===== src/rtl/drc_pkg.sv =====
package drc_pkg;
  typedef enum logic [1:0] {
    ST_IDLE = 2'd0,
    ST_SCAN = 2'd1,
    ST_EMIT = 2'd2,
    ST_DONE = 2'd3
  } scan_state_e;
endpackage


===== src/rtl/drc_rst_sync.sv =====
module drc_rst_sync (
  input  logic clk,
  input  logic rst_n,
  output logic rst_n_sync
);
  logic [1:0] sync_q;

  always_ff @(posedge clk or negedge rst_n) begin
    if (!rst_n) sync_q <= 2'b00;
    else        sync_q <= {sync_q[0], 1'b1};
  end

  assign rst_n_sync = sync_q[1];
endmodule


===== src/rtl/drc_full_flag.sv =====
module drc_full_flag (
  input  logic clk,
  input  logic rst_n,
  input  logic set_req,
  input  logic clr_req,
  output logic full_q
);
  logic full_d;

  // a set request wins over the end-of-frame clear
  always_comb begin
    full_d = full_q;
    if (clr_req) full_d = 1'b0;
    if (set_req) full_d = 1'b1;
  end

  always_ff @(posedge clk or negedge rst_n) begin
    if (!rst_n) full_q <= 1'b1;
    else        full_q <= full_d;
  end
endmodule


===== src/rtl/drc_row_addr.sv =====
module drc_row_addr #(
  parameter int ROW_W = 8,
  parameter int COL_W = 8,
  localparam int ADDR_W = ROW_W + COL_W
) (
  input  logic              clk,
  input  logic              rst_n,
  input  logic              clear,
  input  logic              step,
  input  logic [COL_W-1:0]  width,
  output logic [ROW_W-1:0]  row_q,
  output logic [ADDR_W-1:0] addr_q
);
  logic [ROW_W-1:0]  row_d;
  logic [ADDR_W-1:0] addr_d;
  logic              row_en;

  // the byte offset accumulates one row width per step, so no multiplier
  always_comb begin
    row_en = clear | step;
    row_d  = row_q + ROW_W'(1);
    addr_d = addr_q + ADDR_W'(width);
    if (clear) begin
      row_d  = '0;
      addr_d = '0;
    end
  end

  always_ff @(posedge clk or negedge rst_n) begin
    if (!rst_n) begin
      row_q  <= '0;
      addr_q <= '0;
    end else if (row_en) begin
      row_q  <= row_d;
      addr_q <= addr_d;
    end
  end
endmodule


===== src/rtl/drc_scan_ctrl.sv =====
module drc_scan_ctrl
  import drc_pkg::*;
#(
  parameter int ROW_W = 8
) (
  input  logic             clk,
  input  logic             rst_n,
  input  logic             frame_start,
  input  logic [ROW_W-1:0] height,
  input  logic [ROW_W-1:0] row,
  input  logic             dirty_eff,
  input  logic             rect_ready,
  output logic             row_clear,
  output logic             row_step,
  output logic             scan_active,
  output logic             rect_valid,
  output logic [ROW_W-1:0] rect_y,
  output logic [ROW_W-1:0] rect_h,
  output logic             done
);
  scan_state_e      state_q, state_d;
  logic             open_q, open_d;
  logic             last_q, last_d;
  logic [ROW_W-1:0] start_q, start_d;
  logic [ROW_W-1:0] ry_q, ry_d;
  logic [ROW_W-1:0] rh_q, rh_d;
  logic             is_last;
  logic [ROW_W-1:0] run_first;

  assign is_last   = (row == height - ROW_W'(1));
  assign run_first = open_q ? start_q : row;

  always_comb begin
    state_d   = state_q;
    open_d    = open_q;
    last_d    = last_q;
    start_d   = start_q;
    ry_d      = ry_q;
    rh_d      = rh_q;
    row_clear = 1'b0;
    row_step  = 1'b0;
    unique case (state_q)
      ST_IDLE: begin
        if (frame_start) begin
          row_clear = 1'b1;
          open_d    = 1'b0;
          last_d    = 1'b0;
          state_d   = (height == '0) ? ST_DONE : ST_SCAN;
        end
      end
      ST_SCAN: begin
        row_step = !is_last;
        if (dirty_eff) begin
          if (!open_q) begin
            start_d = row;
            open_d  = 1'b1;
          end
          if (is_last) begin
            ry_d    = run_first;
            rh_d    = height - run_first;
            open_d  = 1'b0;
            last_d  = 1'b1;
            state_d = ST_EMIT;
          end
        end else if (open_q) begin
          ry_d    = start_q;
          rh_d    = row - start_q;
          open_d  = 1'b0;
          last_d  = is_last;
          state_d = ST_EMIT;
        end else if (is_last) begin
          state_d = ST_DONE;
        end
      end
      ST_EMIT: begin
        if (rect_ready) state_d = last_q ? ST_DONE : ST_SCAN;
      end
      ST_DONE: begin
        state_d = ST_IDLE;
      end
      default: state_d = ST_IDLE;
    endcase
  end

  always_ff @(posedge clk or negedge rst_n) begin
    if (!rst_n) begin
      state_q <= ST_IDLE;
      open_q  <= 1'b0;
      last_q  <= 1'b0;
      start_q <= '0;
      ry_q    <= '0;
      rh_q    <= '0;
    end else begin
      state_q <= state_d;
      open_q  <= open_d;
      last_q  <= last_d;
      start_q <= start_d;
      ry_q    <= ry_d;
      rh_q    <= rh_d;
    end
  end

  assign scan_active = (state_q == ST_SCAN);
  assign rect_valid  = (state_q == ST_EMIT);
  assign done        = (state_q == ST_DONE);
  assign rect_y      = ry_q;
  assign rect_h      = rh_q;
endmodule


===== src/rtl/drc_coalescer.sv =====
module drc_coalescer #(
  parameter int ROW_W = 8,
  parameter int COL_W = 8,
  localparam int ADDR_W = ROW_W + COL_W
) (
  input  logic              clk,
  input  logic              rst_n,
  input  logic              frame_start,
  input  logic [ROW_W-1:0]  height,
  input  logic [COL_W-1:0]  width,
  input  logic              row_dirty,
  input  logic              palette_wr,
  input  logic              invalidate,
  output logic              scan_active,
  output logic [ROW_W-1:0]  scan_row,
  output logic [ADDR_W-1:0] scan_addr,
  output logic              rect_valid,
  input  logic              rect_ready,
  output logic [ROW_W-1:0]  rect_y,
  output logic [ROW_W-1:0]  rect_h,
  output logic [COL_W-1:0]  rect_w,
  output logic              done
);
  logic rst_n_s;
  logic full_q;
  logic row_clear, row_step;

  drc_rst_sync u_rst (
    .clk        (clk),
    .rst_n      (rst_n),
    .rst_n_sync (rst_n_s)
  );

  drc_full_flag u_full (
    .clk     (clk),
    .rst_n   (rst_n_s),
    .set_req (palette_wr | invalidate),
    .clr_req (done),
    .full_q  (full_q)
  );

  drc_row_addr #(.ROW_W(ROW_W), .COL_W(COL_W)) u_addr (
    .clk    (clk),
    .rst_n  (rst_n_s),
    .clear  (row_clear),
    .step   (row_step),
    .width  (width),
    .row_q  (scan_row),
    .addr_q (scan_addr)
  );

  drc_scan_ctrl #(.ROW_W(ROW_W)) u_ctrl (
    .clk         (clk),
    .rst_n       (rst_n_s),
    .frame_start (frame_start),
    .height      (height),
    .row         (scan_row),
    .dirty_eff   (row_dirty | full_q),
    .rect_ready  (rect_ready),
    .row_clear   (row_clear),
    .row_step    (row_step),
    .scan_active (scan_active),
    .rect_valid  (rect_valid),
    .rect_y      (rect_y),
    .rect_h      (rect_h),
    .done        (done)
  );

  assign rect_w = width;
endmodule


===== config.mk =====
export PLATFORM = sky130hd
export DESIGN_NAME = drc_coalescer
export DESIGN_NICKNAME = d
export VERILOG_FILES = /design/src/rtl/drc_pkg.sv /design/src/rtl/drc_rst_sync.sv /design/src/rtl/drc_full_flag.sv /design/src/rtl/drc_row_addr.sv /design/src/rtl/drc_scan_ctrl.sv /design/src/rtl/drc_coalescer.sv
export SDC_FILE = /design/constraint.sdc
export NUM_CORES = 1
export LEC_CHECK = 0
export ABC_AREA = 1
export BUFFER_PORTS_ARGS = -buffer_cell sky130_fd_sc_hd__clkbuf_2
export CORE_UTILIZATION = 57
export DETAILED_ROUTE_END_ITERATION = 16
export PLACE_DENSITY = 0.78
export SYNTH_ARGS = -nofsm -noshare
export SYNTH_HDL_FRONTEND = slang
export SYNTH_SLANG_ARGS = --single-unit

===== constraint.sdc =====
create_clock -name clk -period 2.1 [get_ports clk]
set_input_delay 0.21 -clock clk [delete_from_list [all_inputs] [get_ports clk]]
set_output_delay 0.21 -clock clk [all_outputs]
set_load 0.05 [all_outputs]

==> results.yml, run 1 <==
yosys:
  synth.avg_cell_area_um2: 6.73
  syn_area_um2: 4490
  synth.largest_area_cell: "dfrtp_1"
  synth_cell_types: 36
  synth_ff_type: "dfrtp_1"
  synth_top_area_share_pct: 30.1
  synth_common_cells: "206 x nand2_1, 94 x nand3_1, 86 x inv_1"
  yosysSeqAreaShare_pct: 30.7
  synth_cells: 667
  synthTopCellsByArea: "dfrtp_1 30%, nand2_1 17%, nand3_1 10%"
  syn-num-nets: 717
  yosys_warnings: 0
  async_reset_ff_share_pct: 100
  synth_edf_count: 0
  yosysMostFrequentCell: "nand2_1"
  ys_seq_elements: 55
setup_path:
  cp.required_ns: 2.33
  crit_fanout: 8
  path_class: "reg -> reg"
  rr_worst_depth: 10
  r2r_start: "u_ctrl.open_q$_DFFE_PN0P_"
  rrSetupSlack_ns: 0.14
  reg2reg_to: "u_ctrl.rect_h[7]$_DFFE_PN0P_"
  cp-end-kind: "flop"
  setup.worst_path.start_class: "flop"
  worstPathArrival_ns: 2.19
floorplanning:
  die_area_um2: 8230
  core_area_um2: 7450
  pin_count: 74
  initial_core_util_pct: 60.3
  die_y_um: 90.7
  rows: 31
  die_w_um: 90.7
pwr:
  p_switching_mw: 4.54
  p_leak_nw: 3.06
  power_mw: 8.18
  seqPwrFrac_pct: 21.4
  powerDensity_nw_per_um2: 1540
  vdd_ir_drop_max_uv: 850
  comb_power_share_pct: 70.5
  swShare_pct: 55.5
  p_clk_share_pct: 8.1
  p_int_mw: 3.64
routing:
  final_antenna_net_count: 0
  first_pass_iters: 5
  totalWireLength_mm: 12.5
  viasPerCell: 5.41
  drc: 0
  wl_per_cell_um: 14.6
  detail_route.iter0.violations: 364
  via_count: 4634
timing:
  slew_viol_final: 0
  period_share_pct: 93.5
  tightest_slew_ns: 0.658
  max_freq_mhz: 509
  period_minus_slack_ns: 1.96
  hold_violations: 0
  timing.hold.ws_ns: 0.0865
  rsz0062_at_grt: "true"
  setup_ws_ns: 0.137
  relSlewSlack_pct: 56.0
  finalSetupViolations: 0
  clock_skew_ns: 0.0131
clock_tree:
  clk_latency_ns: 0.33
  clk_pin_slew_ns: 0.12
  clockRootBuffer: "clkbuf_8"
  numCtsBuffers: 5
  cts_tree: "done"
  htree_levels: 2
  clock_sinks: 55
  clockBufferDepth: 2
min_path:
  min_from: "palette_wr"
  min_path_type: "in -> reg"
  holdPathEnd: "u_full.full_q$_DFFE_PN1P_"
  holdPathStages: 2
place:
  place_area_um2: 5100
  dp_hpwl_mm: 9.62
  post-place-ws_ns: -0.0365
  placed_cells: 843
  place_congestion: 0.982
  io_buffers: 73
cells_and_area:
  layout-drive-gt1-share_pct: 20.4
  final_area_um2: 5320
  final_nets: 807
  syn2layout_area_growth_pct: 18.6
  finalNonFillerCells: 857
  diodes: 0
  fill_cells: 666
global_routing:
  grt_overflow: 0
  antenna_found_initial: 0
  grt_max_degree: 41
  grt_pass1_vias: 4141
  grt_pass1_wl_mm: 20.7
  grtUsageTotal_pct: 31.2
outcome:
  status: "complete, no violations"
job:
  drv_cap: 0
-- per-stage QoR --
| stage | util (%) | TNS, ns |
|---|---|---|
| after floorplan | - | -0.0183 |
| after global placement | 68.5 | 0 |
| after detailed placement | 68.5 | -0.0460 |
| after CTS | 69.9 | 0 |
| after global routing | 71.5 | -0.0507 |
| final | 71.5 | 0 |
-- critical path: stages (launching register included) --
cell and delay, ns:
dfrtp_2 0.48, buf_6 0.16, o21ai_1 0.19, ha_1 0.31, a21oi_1 0.16, a21boi_1 0.21
nand3_1 0.10, nand3_1 0.09, nand2_1 0.06, nand3_1 0.07, nand2_1 0.05
-- metal layers --
| layer | vias up | track usage [%] | wire length (um) |
|---|---|---|---|
| li1 | 2328 | - | - |
| met1 | 2136 | 47.7 | 6020 |
| met2 | 155 | 46.3 | 5460 |
| met3 | 15 | 4.55 | 912 |
| met4 | 0 | 6.45 | 138 |
| met5 | - | 0 | 0 |
-- cell families (layout without fill, tap and decap cells) --
group	count (synthesis)	in the layout	share of synthesized area, %
flops	55	55	30.7
fa+ha+maj	27	27	8.03
compound gates	54	54	6.55
buf+inv	121	212	11.6
xor+xnor	21	21	4.10
other cells	1	1	0.0835
mux	7	7	1.56
simple gates	381	381	37.4
-- cell usage in the layout, fill, tap and decap left out, drive strengths merged, types with 7 or more instances in the layout --
cell	n
nand2	208
nand3	96
inv	89
clkbuf	80
dfrtp	54
nor2	42
buf	39
o21ai	31
nand4	24
ha	24
xor2	14
a21oi	13
xnor2	7
mux2i	7
-- power by group through the flow --
stage               sequential, mW  clock (mW)  combinational [mW]
floorplan                     2.67           0                2.99
global placement              1.74           0                5.31
detailed placement            1.76           0                5.42
CTS                           1.75       0.672                5.45
global route                  1.80       0.697                6.33
finish                        1.75       0.662                5.76
-- repair_timing --
action,4_1_cts,5_1_grt
pin swaps,0,7
buffers inserted,0,5
gates resized for setup,4,29
hold buffers,1,0
endpoints found under the hold margin,2,0
setup endpoints to repair,2,36
-- worst max path at each step --
stage	from	end	depth (start not counted)
after floorplan	u_addr.row_q[2]$_DFFE_PN0P_	u_ctrl.rect_h[7]$_DFFE_PN0P_	12
after CTS	u_addr.addr_q[0]$_DFFE_PN0P_	u_addr.addr_q[10]$_DFFE_PN0P_	13
after global placement	u_ctrl.open_q$_DFFE_PN0P_	u_ctrl.rect_h[7]$_DFFE_PN0P_	10
final	u_ctrl.open_q$_DFFE_PN0P_	u_ctrl.rect_h[7]$_DFFE_PN0P_	10
after detailed placement	u_ctrl.open_q$_DFFE_PN0P_	u_ctrl.rect_h[7]$_DFFE_PN0P_	10
after global routing	u_ctrl.open_q$_DFFE_PN0P_	u_ctrl.rect_h[6]$_DFFE_PN0P_	12
-- state kept, by name, indices dropped and copies added (netlist names) --
register	flops
u_ctrl.open_q	1
u_rst.sync_q	2
u_ctrl.start_q	8
u_ctrl.rect_y	8
u_addr.row_q	8
u_ctrl.rect_h	8
u_addr.addr_q	16
u_ctrl.state_q	2
u_full.full_q	1
u_ctrl.last_q	1
-- final cells by class --
| class | count | area [um2] | share of cell area, % |
|---|---|---|---|
| clock buffers | 7 | 86.3 | 1.62 |
| clock inverters | 1 | 8.76 | 0.165 |
| inverters | 91 | 342 | 6.42 |
| multi-input cells | 491 | 2660 | 49.9 |
| flip-flops and latches | 55 | 1390 | 26.1 |
| well taps | 99 | 124 | 2.33 |
| repair buffers | 113 | 717 | 13.5 |
No activity file was read; power rests on OpenSTA's default activity.
==> run 2, diff against run 1 <==
--- a/config.mk
+++ b/config.mk
@@ -7,6 +7,7 @@
 export LEC_CHECK = 0
 export ABC_AREA = 1
 export BUFFER_PORTS_ARGS = -buffer_cell sky130_fd_sc_hd__clkbuf_2
+export CORE_MARGIN = 4
 export CORE_UTILIZATION = 57
 export DETAILED_ROUTE_END_ITERATION = 16
 export PLACE_DENSITY = 0.78
==> run 2 against run 1 <==
  * Die area rose by 14%
  * Setup slack got worse by 0.038 ns
  * Non-clock buffer count did not move
  * Count of clock-buffer cells in the layout fell by 1
  * Fmax fell by 1.9%
  * Critical path depth rose by 4
  * Clock power rose by 12%
  * First-iteration DRC count fell by 20%
  * Largest cell class unchanged
  * Largest power group unchanged
==> results.yml, run 2 (synthesis results as in run 1) <==
place:
  io_buffers: 73
  dp_hpwl_mm: 9.29
  place_congestion: 0.969
  post-place-ws_ns: -0.0939
global_routing:
  grt_pass1_wl_mm: 20.9
  grtUsageMet3_pct: 4.04
  grtUsageTotal_pct: 26.5
  antenna_found_initial: 0
  busiest_layer: "met2"
  met2_usage_pct: 47.6
  grt_max_degree: 54
  grt.met1_usage_pct: 31.8
  grt_pass1_vias: 4632
  grt_overflow: 0
clock_tree:
  clockRootBuffer: "clkbuf_8"
  clockBufferDepth: 2
  cts_tree: "done"
  clk_latency_ns: 0.32
  htree_levels: 2
  numCtsBuffers: 5
  clk_pin_slew_ns: 0.11
  clock_sinks: 55
timing:
  hold_violations: 0
  tightest_slew_ns: 0.620
  slew_viol_final: 0
  setup_ws_ns: 0.0991
  period_minus_slack_ns: 2.00
  timing.hold.ws_ns: 0.0763
  relSlewSlack_pct: 58.5
  fin_setup_tns_ns: 0
  finalSetupViolations: 0
  max_freq_mhz: 500
  clock_skew_ns: 0.0169
  period_share_pct: 95.3
cells_and_area:
  seqCellArea_um2: 1390
  largest_reg_flops: 16
  largest-register: "u_addr.addr_q"
  final_cell_mix: "204 x nand2_1, 93 x nand3_1, 84 x inv_1"
  layout_commonest_cell: "nand2_1"
  layout-drive-gt1-share_pct: 21.0
  syn2layout_area_growth_pct: 18.9
  final_nets: 807
  diodes: 0
  final_util_pct: 69.4
  multiInputGateArea_um2: 2670
  fill_cells: 677
routing:
  drc: 0
  wl_per_cell_um: 14.4
  detail_route.iter0.violations: 293
  via_count: 4769
  totalWireLength_mm: 12.4
  final_antenna_net_count: 0
  viasPerCell: 5.55
  first_pass_iters: 5
floorplanning:
  pin_count: 74
  die_w_um: 96.7
  die_area_um2: 9360
  initial_core_util_pct: 58.4
  rows: 32
  die_y_um: 96.7
  core_area_um2: 7690
pwr:
  vdd_ir_drop_max_uv: 1160
  powerDensity_nw_per_um2: 1540
  p_leak_nw: 3.06
setup_path:
  worstPathArrival_ns: 2.22
  setup.worst_path.start_class: "flop"
  crit_fanout: 7
  cp.required_ns: 2.32
  path_class: "reg -> reg"
  cp-end-kind: "flop"
job:
  drv_cap: 0
min_path:
  min_path_type: "in -> reg"
outcome:
  status: "complete, no violations"
-- run 2: timing repair --
action,4_1_cts,5_1_grt
setup endpoints to repair,4,28
pin swaps,0,7
hold buffers,1,0
gates resized for setup,2,31
buffers inserted,0,8
endpoints found under the hold margin,2,0
-- run 2: final timing paths --
check	startpoint	to	slack (ns)	cells after the start
setup / recovery	u_ctrl.open_q$_DFFE_PN0P_	u_ctrl.rect_h[6]$_DFFE_PN0P_	0.1	14
max in group asynchronous	u_rst.sync_q[1]$_DFF_PN0_	u_full.full_q$_DFFE_PN1P_	1.56	1
setup reg to reg	u_ctrl.open_q$_DFFE_PN0P_	u_ctrl.rect_h[6]$_DFFE_PN0P_	0.1	14
min in group asynchronous	rst_n	u_rst.sync_q[1]$_DFF_PN0_	0.20	2
hold / removal	palette_wr	u_full.full_q$_DFFE_PN1P_	0.08	2
hold reg to reg	u_rst.sync_q[1]$_DFF_PN0_	u_ctrl.last_q$_DFFE_PN0P_	0.26	1
-- run 2: metal layers --
layer / up-vias / part of all wire [%] / routed length [um]
li1: 2331 / - / -
met1: 2215 / 41 / 5110
met2: 183 / 50 / 6200
met3: 40 / 5.6 / 693
met4: 0 / 3.4 / 425
met5: - / 0 / 0
-- run 2: critical path, cell delays in order, from the launching register on --
cell and delay (ns):
dfrtp_2 0.42, clkbuf_4 0.19, nand2_1 0.08, o21ai_0 0.08, buf_4 0.16, ha_4 0.28
nand2_1 0.07, inv_2 0.06, nand4_1 0.11, nand3_1 0.12, nand2_1 0.05, nand3_1 0.06
o21ai_1 0.07, nand3_1 0.08, nand2_1 0.05
-- run 2: final cells by class --
type	count	share of cell area (%)
well taps	102	2.39
clock buffers	6	1.36
multi-input cells	491	50.1
repair buffers	113	13.1
flip-flops and latches	55	26.0
clock inverters	2	0.727
inverters	91	6.40
-- run 2: where the power goes --
part	total (mW)	leakage [nW]	switching (mW)	internal [mW]
clock	0.744	0.0558	0.382	0.361
sequential	1.73	0.694	0.279	1.45
combinational	5.75	2.31	3.82	1.94
total	8.22	3.06	4.48	3.75
-- run 2: per-stage QoR --
stage / cell area, um2 / instances / total power, mW
finish: 5340 / 860 / 8.22
global route: 5340 / 860 / 8.98
CTS: 5190 / 852 / 7.86
detailed placement: 5070 / 843 / 7.11
global placement: 5070 / 843 / 6.97
floorplan: 4500 / 667 / 5.66
==> run 3, diff against run 2 <==
--- a/config.mk
+++ b/config.mk
@@ -13,4 +13,5 @@
 export PLACE_DENSITY = 0.78
 export SYNTH_ARGS = -nofsm -noshare
 export SYNTH_HDL_FRONTEND = slang
+export SYNTH_HIERARCHICAL = 1
 export SYNTH_SLANG_ARGS = --single-unit
==> run 3 against run 2 <==
  * Synthesized cell count down 14%
  * Design area down 4.0%
  * Non-clock buffer count up 11
  * Register-to-register slack worse by 0.04 ns
  * Critical path depth down 1
  * Worst hold slack better by 0.071 ns
  * Final cell count down 8.7%
  * Sequential share of layout area up 1.1 points
  * Clock power down 24%
  * First-iteration DRC count down 21%
  * Count of clock-buffer cells in the layout up 1
  * Critical path type unchanged
  * Total power down 11%
==> results.yml, run 3 <==
floorplanning:
  die_area_um2: 8820
  initial_core_util_pct: 58.3
  die_y_um: 93.9
  rows: 31
  pin_count: 74
  die_w_um: 93.9
  core_area_um2: 7210
cells_and_area:
  layout-drive-gt1-share_pct: 29.3
  layout_commonest_cell: "nand2_1"
  diodes: 0
  final_util_pct: 71.0
  final_area_um2: 5120
  largest-register: "u_addr/addr_q"
  final_cell_mix: "148 x nand2_1, 73 x clkbuf_2, 70 x inv_1"
  finalNonFillerCells: 785
  syn2layout_area_growth_pct: 21.8
  largest_reg_flops: 16
  final_nets: 735
timing:
  clock_skew_ns: 0.0108
  period_share_pct: 97.2
  rsz0062_at_grt: "true"
  setup_ws_ns: 0.0587
  relSlewSlack_pct: 58.0
  slew_viol_final: 0
  hold_violations: 0
  tightest_slew_ns: 0.630
  fin_setup_tns_ns: 0
  max_freq_mhz: 490
  period_minus_slack_ns: 2.04
  finalSetupViolations: 0
  timing.hold.ws_ns: 0.148
yosys:
  syn_area_um2: 4210
  synth_edf_count: 0
  yosysSeqAreaShare_pct: 32.8
  synth.avg_cell_area_um2: 7.33
  synth_ff_type: "dfrtp_1"
  yosysMostFrequentCell: "nand2_1"
  synth_cell_types: 43
  synth_cells: 574
  synth_top_area_share_pct: 32.1
  synth.largest_area_cell: "dfrtp_1"
  synth_common_cells: "150 x nand2_1, 71 x inv_1, 54 x dfrtp_1"
  ys_seq_elements: 55
  yosys_warnings: 6
  async_reset_ff_share_pct: 100
  synthTopCellsByArea: "dfrtp_1 32%, nand2_1 13%, ha_1 7.1%"
  syn-num-nets: 624
global_routing:
  grtUsageTotal_pct: 24.3
  grt_pass1_vias: 3721
  grt_max_degree: 28
  grt_pass1_wl_mm: 17.2
  grt_overflow: 0
  antenna_found_initial: 0
setup_path:
  r2r_start: "u_ctrl/open_q$_DFFE_PN0P_"
  worstPathArrival_ns: 2.25
  setup.worst_path.start_class: "flop"
  cp.required_ns: 2.30
  cp-end-kind: "flop"
  crit_start: "u_ctrl/open_q$_DFFE_PN0P_"
  path_class: "reg -> reg"
  crit_fanout: 6
pwr:
  p_int_mw: 3.44
  p_clk_share_pct: 7.7
  swShare_pct: 53.0
  p_leak_nw: 2.83
  vdd_ir_drop_max_uv: 710
  seqPwrFrac_pct: 22.8
  powerDensity_nw_per_um2: 1430
  power_mw: 7.32
  comb_power_share_pct: 69.4
  p_switching_mw: 3.88
clock_tree:
  clk_pin_slew_ns: 0.10
  clockBufferDepth: 2
  clk_latency_ns: 0.31
  numCtsBuffers: 5
  clockRootBuffer: "clkbuf_8"
  clock_sinks: 55
  htree_levels: 2
  cts_tree: "done"
routing:
  final_antenna_net_count: 0
  viasPerCell: 5.31
  totalWireLength_mm: 10.8
  first_pass_iters: 5
  drc: 0
  detail_route.iter0.violations: 231
  via_count: 4170
  wl_per_cell_um: 13.8
place:
  post-place-ws_ns: -0.122
  place_area_um2: 4900
  placed_cells: 770
  io_buffers: 73
  dp_hpwl_mm: 8.60
  place_congestion: 0.951
job:
  drv_cap: 0
min_path:
  min_from: "invalidate"
  min_path_type: "in -> reg"
outcome:
  status: "complete, no violations"
==> run 3: changes by cell type in the layout (fill, tap and decap cells not counted), moves of 5 or more <==
| cell | before | now |
|---|---|---|
| xnor2_1 | 7 | 2 |
| nor2_4 | 0 | 5 |
| nand2_2 | 2 | 11 |
| nand3_1 | 93 | 36 |
| inv_1 | 84 | 70 |
| a21oi_1 | 12 | 28 |
| o21ai_2 | 3 | 17 |
| nand2_1 | 204 | 148 |
| nor2_1 | 37 | 43 |
| nand4_1 | 24 | 8 |
| buf_4 | 35 | 48 |
==> run 3: logic make-up (layout without fill, tap and decap cells) <==
family                     after synthesis  count (layout)  share of synthesized area (%)
and+or+nand+nor                        280             280                           30.9
AOI/OAI and AO/OA                       99              99                           13.7
buffers and inverters                   93             205                           9.94
DFF                                     55              55                           32.8
adders and majority gates               27              27                           8.57
xor gates and xnor gates                14              14                           2.92
muxes                                    5               5                           1.19
other                                    1               1                         0.0892
==> run 3: worst max-delay path, stage by stage, from the launching register on <==
cell     delay [ns]
dfrtp_2        0.47
buf_6          0.16
nand2_2        0.08
o21ai_4        0.07
ha_1           0.27
nand2_1        0.06
o21ai_2        0.23
nand4_1        0.18
nand2_1        0.09
nand2_1        0.05
nand3_1        0.05
o21ai_1        0.06
nor2_1         0.10
nor2_1         0.06
==> run 3: worst paths after layout <==
kind	end	slack, ns	depth (start not counted)
max	u_ctrl/rect_h[7]$_DFFE_PN0P_	0.06	13
max reg2reg	u_ctrl/rect_h[7]$_DFFE_PN0P_	0.06	13
min in group asynchronous	u_rst/sync_q[0]$_DFF_PN0_	0.21	2
min reg2reg	u_addr/row_q[7]$_DFFE_PN0P_	0.29	0
max in group asynchronous	u_full/full_q$_DFFE_PN1P_	1.18	1
min	u_full/full_q$_DFFE_PN1P_	0.15	5
==> run 3: power by group through the flow <==
stage	logic (mW)	registers [mW]	clock network (mW)
3_3_place_gp	4.64	1.67	0
4_1_cts	4.79	1.67	0.589
5_1_grt	5.55	1.72	0.616
6_report	5.08	1.67	0.567
2_1_floorplan	2.61	2.37	0
3_5_place_dp	4.77	1.68	0
==> run 3: final cells by class <==
class                      instances  area, um2
tap                               99        124
timing repair buffer             124        767
clock buffer                       7       76.3
clock inverter                     1       5.00
multi-input combinational        426       2490
inverter                          73        274
fill                             631       2090
sequential                        55       1390
==> run 3: timing repair <==
action | in CTS | in global routing
hold endpoints to repair | 2 | 0
hold buffers | 1 | 0
pin swaps | 0 | 6
setup endpoints to repair | 5 | 26
cloned | 0 | 0
setup buffers | 0 | 6
gates resized for setup | 2 | 38
==> run 3: per-layer routing <==
metal  share of wire [%]  vias up  track usage, %  wire, um
met1                  46     1943            34.3      5000
li1                    -     2067               -         -
met5                   0        -               0         0
met3                 4.9       14            3.37       529
met4                 1.2        0            5.05       131
met2                  48      146            39.7      5140
